File: src/rtl/lsu_be_pkg.sv
package lsu_be_pkg;

    // Bit 1 selects a store, bit 0 selects a word access.
    typedef enum logic [1:0] {
        KIND_LD_BYTE = 2'b00,
        KIND_LD_WORD = 2'b01,
        KIND_ST_BYTE = 2'b10,
        KIND_ST_WORD = 2'b11
    } acc_kind_e;

    function automatic logic kind_is_store(input logic [1:0] k);
        return k[1];
    endfunction

    function automatic logic kind_is_word(input logic [1:0] k);
        return k[0];
    endfunction

endpackage

File: src/rtl/lsu_ea_calc.sv
module lsu_ea_calc #(
    parameter int ADDR_W    = 32,
    parameter int OFF_W     = 16,
    parameter int LANE_BITS = 2
) (
    input  logic [ADDR_W-1:0]    base,
    input  logic [OFF_W-1:0]     disp,
    input  logic                 is_word,
    output logic [ADDR_W-1:0]    word_addr,
    output logic [LANE_BITS-1:0] lane,
    output logic                 unaligned
);
    localparam int EXT_W = ADDR_W - OFF_W;

    logic [ADDR_W-1:0] disp_ext;
    logic [ADDR_W-1:0] eff;

    always_comb begin
        disp_ext  = {{EXT_W{disp[OFF_W-1]}}, disp};
        eff       = base + disp_ext;
        lane      = eff[LANE_BITS-1:0];
        word_addr = {eff[ADDR_W-1:LANE_BITS], {LANE_BITS{1'b0}}};
        unaligned = is_word && (lane != '0);
    end
endmodule

File: src/rtl/lsu_store_lane.sv
module lsu_store_lane #(
    parameter int DATA_W    = 32,
    parameter int LANES     = DATA_W / 8,
    parameter int LANE_BITS = $clog2(LANES)
) (
    input  logic                 do_write,
    input  logic                 is_word,
    input  logic [LANE_BITS-1:0] lane,
    input  logic [DATA_W-1:0]    src,
    output logic [LANES-1:0]     we,
    output logic [DATA_W-1:0]    wdata
);
    // Big-endian: byte offset k lives in lane slot (LANES-1-k), the top bits.
    for (genvar g = 0; g < LANES; g++) begin : g_lane
        localparam int SLOT = LANES - 1 - g;
        logic hit;
        always_comb begin
            hit = do_write && (is_word || (lane == LANE_BITS'(g)));
            we[SLOT] = hit;
            if (!hit)
                wdata[SLOT*8 +: 8] = 8'h00;
            else if (is_word)
                wdata[SLOT*8 +: 8] = src[SLOT*8 +: 8];
            else
                wdata[SLOT*8 +: 8] = src[7:0];
        end
    end
endmodule

File: src/rtl/lsu_load_fmt.sv
module lsu_load_fmt #(
    parameter int DATA_W    = 32,
    parameter int LANES     = DATA_W / 8,
    parameter int LANE_BITS = $clog2(LANES)
) (
    input  logic [DATA_W-1:0]    rdata,
    input  logic [LANE_BITS-1:0] lane,
    input  logic                 is_word,
    output logic [DATA_W-1:0]    result
);
    localparam int EXT_W = DATA_W - 8;

    logic [7:0] by_offset [LANES];
    logic [7:0] picked;

    for (genvar g = 0; g < LANES; g++) begin : g_pick
        assign by_offset[g] = rdata[(LANES-1-g)*8 +: 8];
    end

    always_comb begin
        picked = by_offset[lane];
        if (is_word)
            result = rdata;
        else
            result = {{EXT_W{picked[7]}}, picked};
    end
endmodule

File: src/rtl/lsu_be_top.sv
module lsu_be_top
    import lsu_be_pkg::*;
#(
    parameter int ADDR_W = 32,
    parameter int DATA_W = 32,
    parameter int OFF_W  = 16
) (
    input  logic              clk,
    input  logic              rst_n,
    input  logic              req_valid,
    input  logic [1:0]        req_kind,
    input  logic [ADDR_W-1:0] base_addr,
    input  logic [OFF_W-1:0]  offset,
    input  logic [DATA_W-1:0] st_data,
    output logic [ADDR_W-1:0] mem_addr,
    output logic [3:0]        mem_we,
    output logic [DATA_W-1:0] mem_wdata,
    output logic              mem_re,
    input  logic [DATA_W-1:0] mem_rdata,
    output logic              misalign,
    output logic [DATA_W-1:0] ld_data,
    output logic              ld_valid
);
    localparam int LANES     = DATA_W / 8;
    localparam int LANE_BITS = $clog2(LANES);

    typedef struct packed {
        logic [ADDR_W-1:0]    addr;
        logic [LANES-1:0]     we;
        logic [DATA_W-1:0]    wdata;
        logic                 re;
        logic                 mis;
        logic [LANE_BITS-1:0] lane;
        logic                 word;
        logic [DATA_W-1:0]    ld;
        logic                 ld_v;
    } lsu_state_t;

    lsu_state_t s_d, s_q;

    logic [ADDR_W-1:0]    ea_word_d;
    logic [LANE_BITS-1:0] ea_lane_d;
    logic                 ea_bad_d;
    logic [LANES-1:0]     st_we_d;
    logic [DATA_W-1:0]    st_wdata_d;
    logic [DATA_W-1:0]    ld_fmt_d;
    logic                 is_word_d;
    logic                 is_store_d;

    assign is_word_d  = kind_is_word(req_kind);
    assign is_store_d = kind_is_store(req_kind);

    lsu_ea_calc #(
        .ADDR_W   (ADDR_W),
        .OFF_W    (OFF_W),
        .LANE_BITS(LANE_BITS)
    ) u_ea (
        .base     (base_addr),
        .disp     (offset),
        .is_word  (is_word_d),
        .word_addr(ea_word_d),
        .lane     (ea_lane_d),
        .unaligned(ea_bad_d)
    );

    lsu_store_lane #(
        .DATA_W   (DATA_W),
        .LANES    (LANES),
        .LANE_BITS(LANE_BITS)
    ) u_st (
        .do_write(req_valid && is_store_d && !ea_bad_d),
        .is_word (is_word_d),
        .lane    (ea_lane_d),
        .src     (st_data),
        .we      (st_we_d),
        .wdata   (st_wdata_d)
    );

    // Formats the word returned for the load held in the registered stage.
    lsu_load_fmt #(
        .DATA_W   (DATA_W),
        .LANES    (LANES),
        .LANE_BITS(LANE_BITS)
    ) u_ld (
        .rdata  (mem_rdata),
        .lane   (s_q.lane),
        .is_word(s_q.word),
        .result (ld_fmt_d)
    );

    always_comb begin
        s_d       = s_q;
        s_d.we    = '0;
        s_d.wdata = '0;
        s_d.re    = 1'b0;
        s_d.mis   = 1'b0;
        if (req_valid) begin
            s_d.addr  = ea_word_d;
            s_d.lane  = ea_lane_d;
            s_d.word  = is_word_d;
            s_d.mis   = ea_bad_d;
            s_d.we    = st_we_d;
            s_d.wdata = st_wdata_d;
            s_d.re    = !is_store_d && !ea_bad_d;
        end
        s_d.ld_v = s_q.re;
        if (s_q.re)
            s_d.ld = ld_fmt_d;
    end

    always_ff @(posedge clk or negedge rst_n) begin
        if (!rst_n)
            s_q <= '0;
        else
            s_q <= s_d;
    end

    assign mem_addr  = s_q.addr;
    assign mem_we    = s_q.we;
    assign mem_wdata = s_q.wdata;
    assign mem_re    = s_q.re;
    assign misalign  = s_q.mis;
    assign ld_data   = s_q.ld;
    assign ld_valid  = s_q.ld_v;

endmodule

File: config.mk
export PLATFORM = sky130hd
export DESIGN_NAME = lsu_be_top
export DESIGN_NICKNAME = d
export VERILOG_FILES = /design/src/rtl/lsu_be_pkg.sv /design/src/rtl/lsu_ea_calc.sv /design/src/rtl/lsu_store_lane.sv /design/src/rtl/lsu_load_fmt.sv /design/src/rtl/lsu_be_top.sv
export SDC_FILE = /design/constraint.sdc
export NUM_CORES = 1
export LEC_CHECK = 0
export ABC_AREA = 0
export BUFFER_PORTS_ARGS = -buffer_cell sky130_fd_sc_hd__buf_2
export CORE_UTILIZATION = 40
export CTS_BUF_LIST = sky130_fd_sc_hd__clkbuf_4
export CTS_CLUSTER_SIZE = 24
export DETAILED_ROUTE_END_ITERATION = 8
export PLACE_DENSITY = 0.76
export SYNTH_ARGS = -nofsm -noshare
export SYNTH_HDL_FRONTEND = slang
export SYNTH_SLANG_ARGS = --single-unit
File: constraint.sdc
create_clock -name clk -period 3.1 [get_ports clk]
set_input_delay 0.31 -clock clk [delete_from_list [all_inputs] [get_ports clk]]
set_output_delay 0.31 -clock clk [all_outputs]
set_load 0.01 [all_outputs]
# Yosys cells after proc, flatten, opt, wreduce, memory -nomap -nowiden
# Cells that the tools add are included.
# word_totals
out_inout_bits,103
elab_cells,43
reg_bits,104
input_bits,117
# classes
n_reduce_logical,16
n_lt_le_gt_ge,1
n_bitwise,1
n_mux,12
n_eq_ne,3
add_sub_neg,1
# ops
op,count
$mux W8,9
$mux W41,1
$add A32 B32 Y32,1
$mux W32,1
$bmux W8 S2,1
$logic_and A1 B1 Y1,8
$eq A2 B2 Y1 const B,2
$logic_or A1 B1 Y1,4
$ge A3 B3 Y1 const B,1
$not A2 Y3,1
$eq A2 B1 Y1 const B,1
$logic_not A1 Y1,2
$logic_not A2 Y1,1
$reduce_bool A2 Y1,1

# Depth between registers and ports, before layout
# logic_depth
ltp_word,8
depth_mapped,10
mapped_depth_nobuf,10

# Hierarchy
# From an unflattened synthesis, not the netlist that was laid out.
# unflattened
hier_cells,772
hier_area_um2,7785.0
# modules_own_cells
mod,area_each_um2,seq_area_each_um2,cells_per_inst,n_inst
lsu_be_top,4660.7,2652.5,324,1
lsu_ea_calc,1859.3,0.0,276,1
lsu_store_lane,740.7,0.0,104,1
lsu_load_fmt,524.3,0.0,68,1

# Worst setup path after synthesis
# No wires, ideal clock.
# synth_path
path_kind,in2reg
startpoint,input offset[0]
endpoint,"register s_q, in the netlist mem_addr[22]"
path_slack_ps,865
setup_ps,125
required_ps,2975
n_path_buf,0
cell_stages,10
t_arrival_ps,2110
path_cell_list,ha_1 -> inv_1 -> fa_1 -> nor2b_4 -> o211ai_2 -> a211oi_2 -> nor2_1 -> o31ai_1 -> xor2_1 -> mux2_2
# synth_between
elab_chain_cells,1
# synth_lines
element,line_no,source
start: declaration,lsu_be_top.sv:13,"input logic [OFF_W-1:0] offset,"
$add A32 B32 Y32,lsu_ea_calc.sv:20,eff = base + disp_ext;
end signal: assignment,lsu_be_top.sv:113,s_q <= '0;
end signal: assignment,lsu_be_top.sv:115,s_q <= s_d;
end: declaration,lsu_be_top.sv:39,"lsu_state_t s_d, s_q;"
# Every way passes these cells.
# A chain may end at the register's enable or synchronous reset.

# Final worst setup path
# layout_path
startpoint,register s_q[34] (netlist name)
endpoint,"register s_q, in the netlist ld_data[11]"
# layout_between
elab_chain_cells,5
# layout_lines
element,line_no,source
$not A2 Y3 (not written as such),lsu_load_fmt.sv:21,picked = by_offset[lane];
$bmux W8 S2,lsu_load_fmt.sv:21,
$mux W8 (not written as such) (2 in a row),lsu_load_fmt.sv:21,
$mux W32,lsu_load_fmt.sv:22,if (is_word)
# Every way passes these cells. The select of a mux whose other input is x is not followed.

==> impl_summary.txt <==
----------------------------------------------------
[Setup path]
  Startpoint of the worst setup timing path ... s_q[34]
  Arrival time of data at the critical path endpoint ... 2580 ps
  Type of the worst setup path ... register to register
  CP max-delay cell ... dfrtp_1
  CP peak stage delay ... 700 ps
  Worst-path maximum fanout ... 25
  Capturing element type of the critical path ... register
  Cell Chain, Critical Path ... mux4_2, and2_1, a21oi_1, a21oi_1
  Worst EP required ... 3450 ps
  Cell repeated most along the worst path ... a21oi_1
  CP startpoint kind ... register
  Reg-to-Reg Start ... s_q[34]

[Global routing]
  Maximum number of pins on one net before global-route repair ... 61
  GRT overflow ... 0
  Wire length of the first global-routing pass ... 26.9 mm
  Number of antenna violations at the first check in global routing ... 1
  Global Route Usage Sum ... 0.194
  Vias in the first global route ... 5193
  Met3 track demand over resource in global routing ... 0.0268
  Met1 track demand over resource ... 0.258
  Met2 track utilization from global routing ... 0.318
  Global-route layer with the greatest usage ... met2

[Timing]
  Worst hold slack across all endpoints ... 59.3 ps
  Normalized max-slew margin ... 0.436
  Share of the clock period used by the worst path ... 0.719
  Final min period ... 2230 ps
  Slew @ Worst Pin ... 846 ps
  Final worst clock skew ... 14.8 ps
  Least setup slack across all paths after layout ... 872 ps
  Final slew viol count ... 0
  Setup repair after global routing missed its margin ... no
  Setup-failing EPs final ... 0
  Fmax achieved ... 0.449 GHz
  Fin Setup TNS ... 0 ps
  Final number of hold-violating endpoints ... 0

[Min path]
  Startpoint of the tightest hold check path ... st_data[22]
  Class of the worst hold path ... input pin to register

[Floorplanning]
  Placeable core area ... 16600 um^2
  Chip width ... 132 um
  # IOs ... 220
  Starting density of the core ... 0.410
  Floorplan row count ... 47
  Die Outline Area ... 17500 um^2
  Vert. Die Dim ... 132 um

[Route]
  Number of DRC violations after detailed-routing iteration 0 ... 337
  Routed Wire Length ... 16.7 mm
  Drt wl/cell ... 15.8 um
  First-pass DRT Iterations ... 5
  Post-route DRC ... 0
  Count of vias placed by the detailed router ... 5520
  Post-route ant nets ... 0
  Vias per cell ... 5.20

[Place]
  Detail Placement HPWL ... 12.8 mm
  Placed instance count ... 1037
  Final weighted congestion of routability-driven global placement ... 0.878
  Worst slack at placement ... 491 ps
  Port bufs ... 217

[Yosys]
  Synth warn ... 0
  EDFF count, synth ... 0
  Synth Cell Area ... 6810 um^2
  Number of distinct standard cells referenced by the synthesized netlist ... 69
  Post-synthesis cell count ... 729
  Yosys reg bits ... 104
  Synth Area per Inst ... 9.34 um^2
  Async set-or-reset flop fraction in the synthesized netlist ... 1.00
  Area leader, netlist ... dfrtp_1
  Most common cell in the netlist ... dfrtp_1
  Sequential fraction of the synthesis area ... 0.382
  Primary flip-flop cell chosen by synthesis mapping ... dfrtp_1
  Most instantiated cells after synthesis ... dfrtp_1, buf_4, a21oi_1
  Area fraction of the dominant cell type after synthesis ... 0.382
  Cells taking the most area after synthesis ... dfrtp_1, buf_4, a21oi_1

[Final layout]
  Syn-to-layout area delta ... 11.5%
  Share of final-layout standard cells stronger than drive strength 1 ... 0.350
  Final Net Count ... 985
  Count of non-filler cells in the finished layout ... 1062
  Final Core Density ... 0.458

[Run]
  Reported max-cap violation count ... 0

[Power]
  Static power due to leakage ... 3.73 nW
  Worst vdd rail ir drop ... 0.250 mV
  Power density over the cells ... 509 nW/um^2

[CTS]
  H-Tree Level Count ... 3
  CTS Root Cell ... clkbuf_4
  Clock sink count ... 104
  Hold buffer count at cts ... 8
  Number of buffers added by the clock tree synthesis step ... 9
  Clock tree from TritonCTS ... yes
  # Post-CTS Setup Buffers ... 0
  Buffer depth of the longest clock path ... 2
  Number of cells upsized or downsized after cts ... 0
  Insertion delay to the later sink of the worst-skew pair ... 470 ps
  Clock transition at path regs ... 160 ps

[Status]
  Run status ... completed

----------------------------------------------------
worst max-delay path, delay by kind of cell, from the launching register on:
family	cells	cell delay (ps)
DFF	1	700
and+or+nand+nor	1	440
AOI/OAI and AO/OA	2	390
muxes	1	570
logic make-up after synthesis:
kind of cell             synth area share
flip-flops                          0.382
other                            0.000551
multiplexers                       0.0612
adder cells (fa/ha/maj)            0.0599
XOR/XNOR                           0.0283
AO/OA/AOI/OAI                       0.191
AND/OR/NAND/NOR                     0.135
buffers and inverters               0.142
through the flow:
step	area (um^2)	total power [mW]
after floorplan	6810	2.78
after global placement	7320	2.98
after detailed placement	7320	3.01
after CTS	7590	3.91
after global routing	7590	4.10
final	7590	3.86
report_power, final:
part / internal (mW) / switching [mW] / leakage, nW / total [mW]
Combinational: 0.560 / 0.711 / 2.36 / 1.27
Clock: 0.410 / 0.477 / 0.0984 / 0.888
Sequential: 1.57 / 0.128 / 1.28 / 1.70
placed cells by master (no fill, tap or decap), drive strengths merged, types with 12 or more instances in the layout:
cell,count
buf,224
dfrtp,104
a21oi,100
nand2,71
nor2,49
ha,31
mux2,21
o21ai,21
inv,15
and2,15
nand3,14
a21o,14
xnor2,12
layer usage:
layer | up-vias | wire length [um]
met1 | 2602 | 7390
met3 | 22 | 942
met5 | - | 0
met4 | 0 | 337
li1 | 2677 | -
met2 | 219 | 8070
state kept, by name, summed over array words and instances, names as in the netlist:
name and flops:
misalign 1, s_q 3, mem_addr 30, ld_data 32, mem_re 1, mem_wdata 32
ld_valid 1, mem_we 4
area by class of cell:
| class | count | area [um^2] |
|---|---|---|
| Sequential cell | 104 | 2600 |
| Clock buffer | 9 | 67.6 |
| Antenna cell | 1 | 2.50 |
| Multi-Input combinational cell | 475 | 3240 |
| Inverter | 14 | 52.6 |
| Fill cell | 1633 | 8990 |
| Clock inverter | 7 | 116 |
| Timing Repair Buffer | 232 | 1230 |
| Tap cell | 220 | 275 |
path summary, 6_finish.rpt:
kind | cells after the start | to | slack (ps)
max | 4 | ld_data[11] | 870
max in group asynchronous | 3 | mem_re | 1990
min in group asynchronous | 2 | mem_addr[9] | 350
max reg2reg | 4 | ld_data[11] | 870
min reg2reg | 1 | mem_addr[6] | 510
min | 3 | mem_wdata[22] | 60
Power figures use the tool's default switching activity.
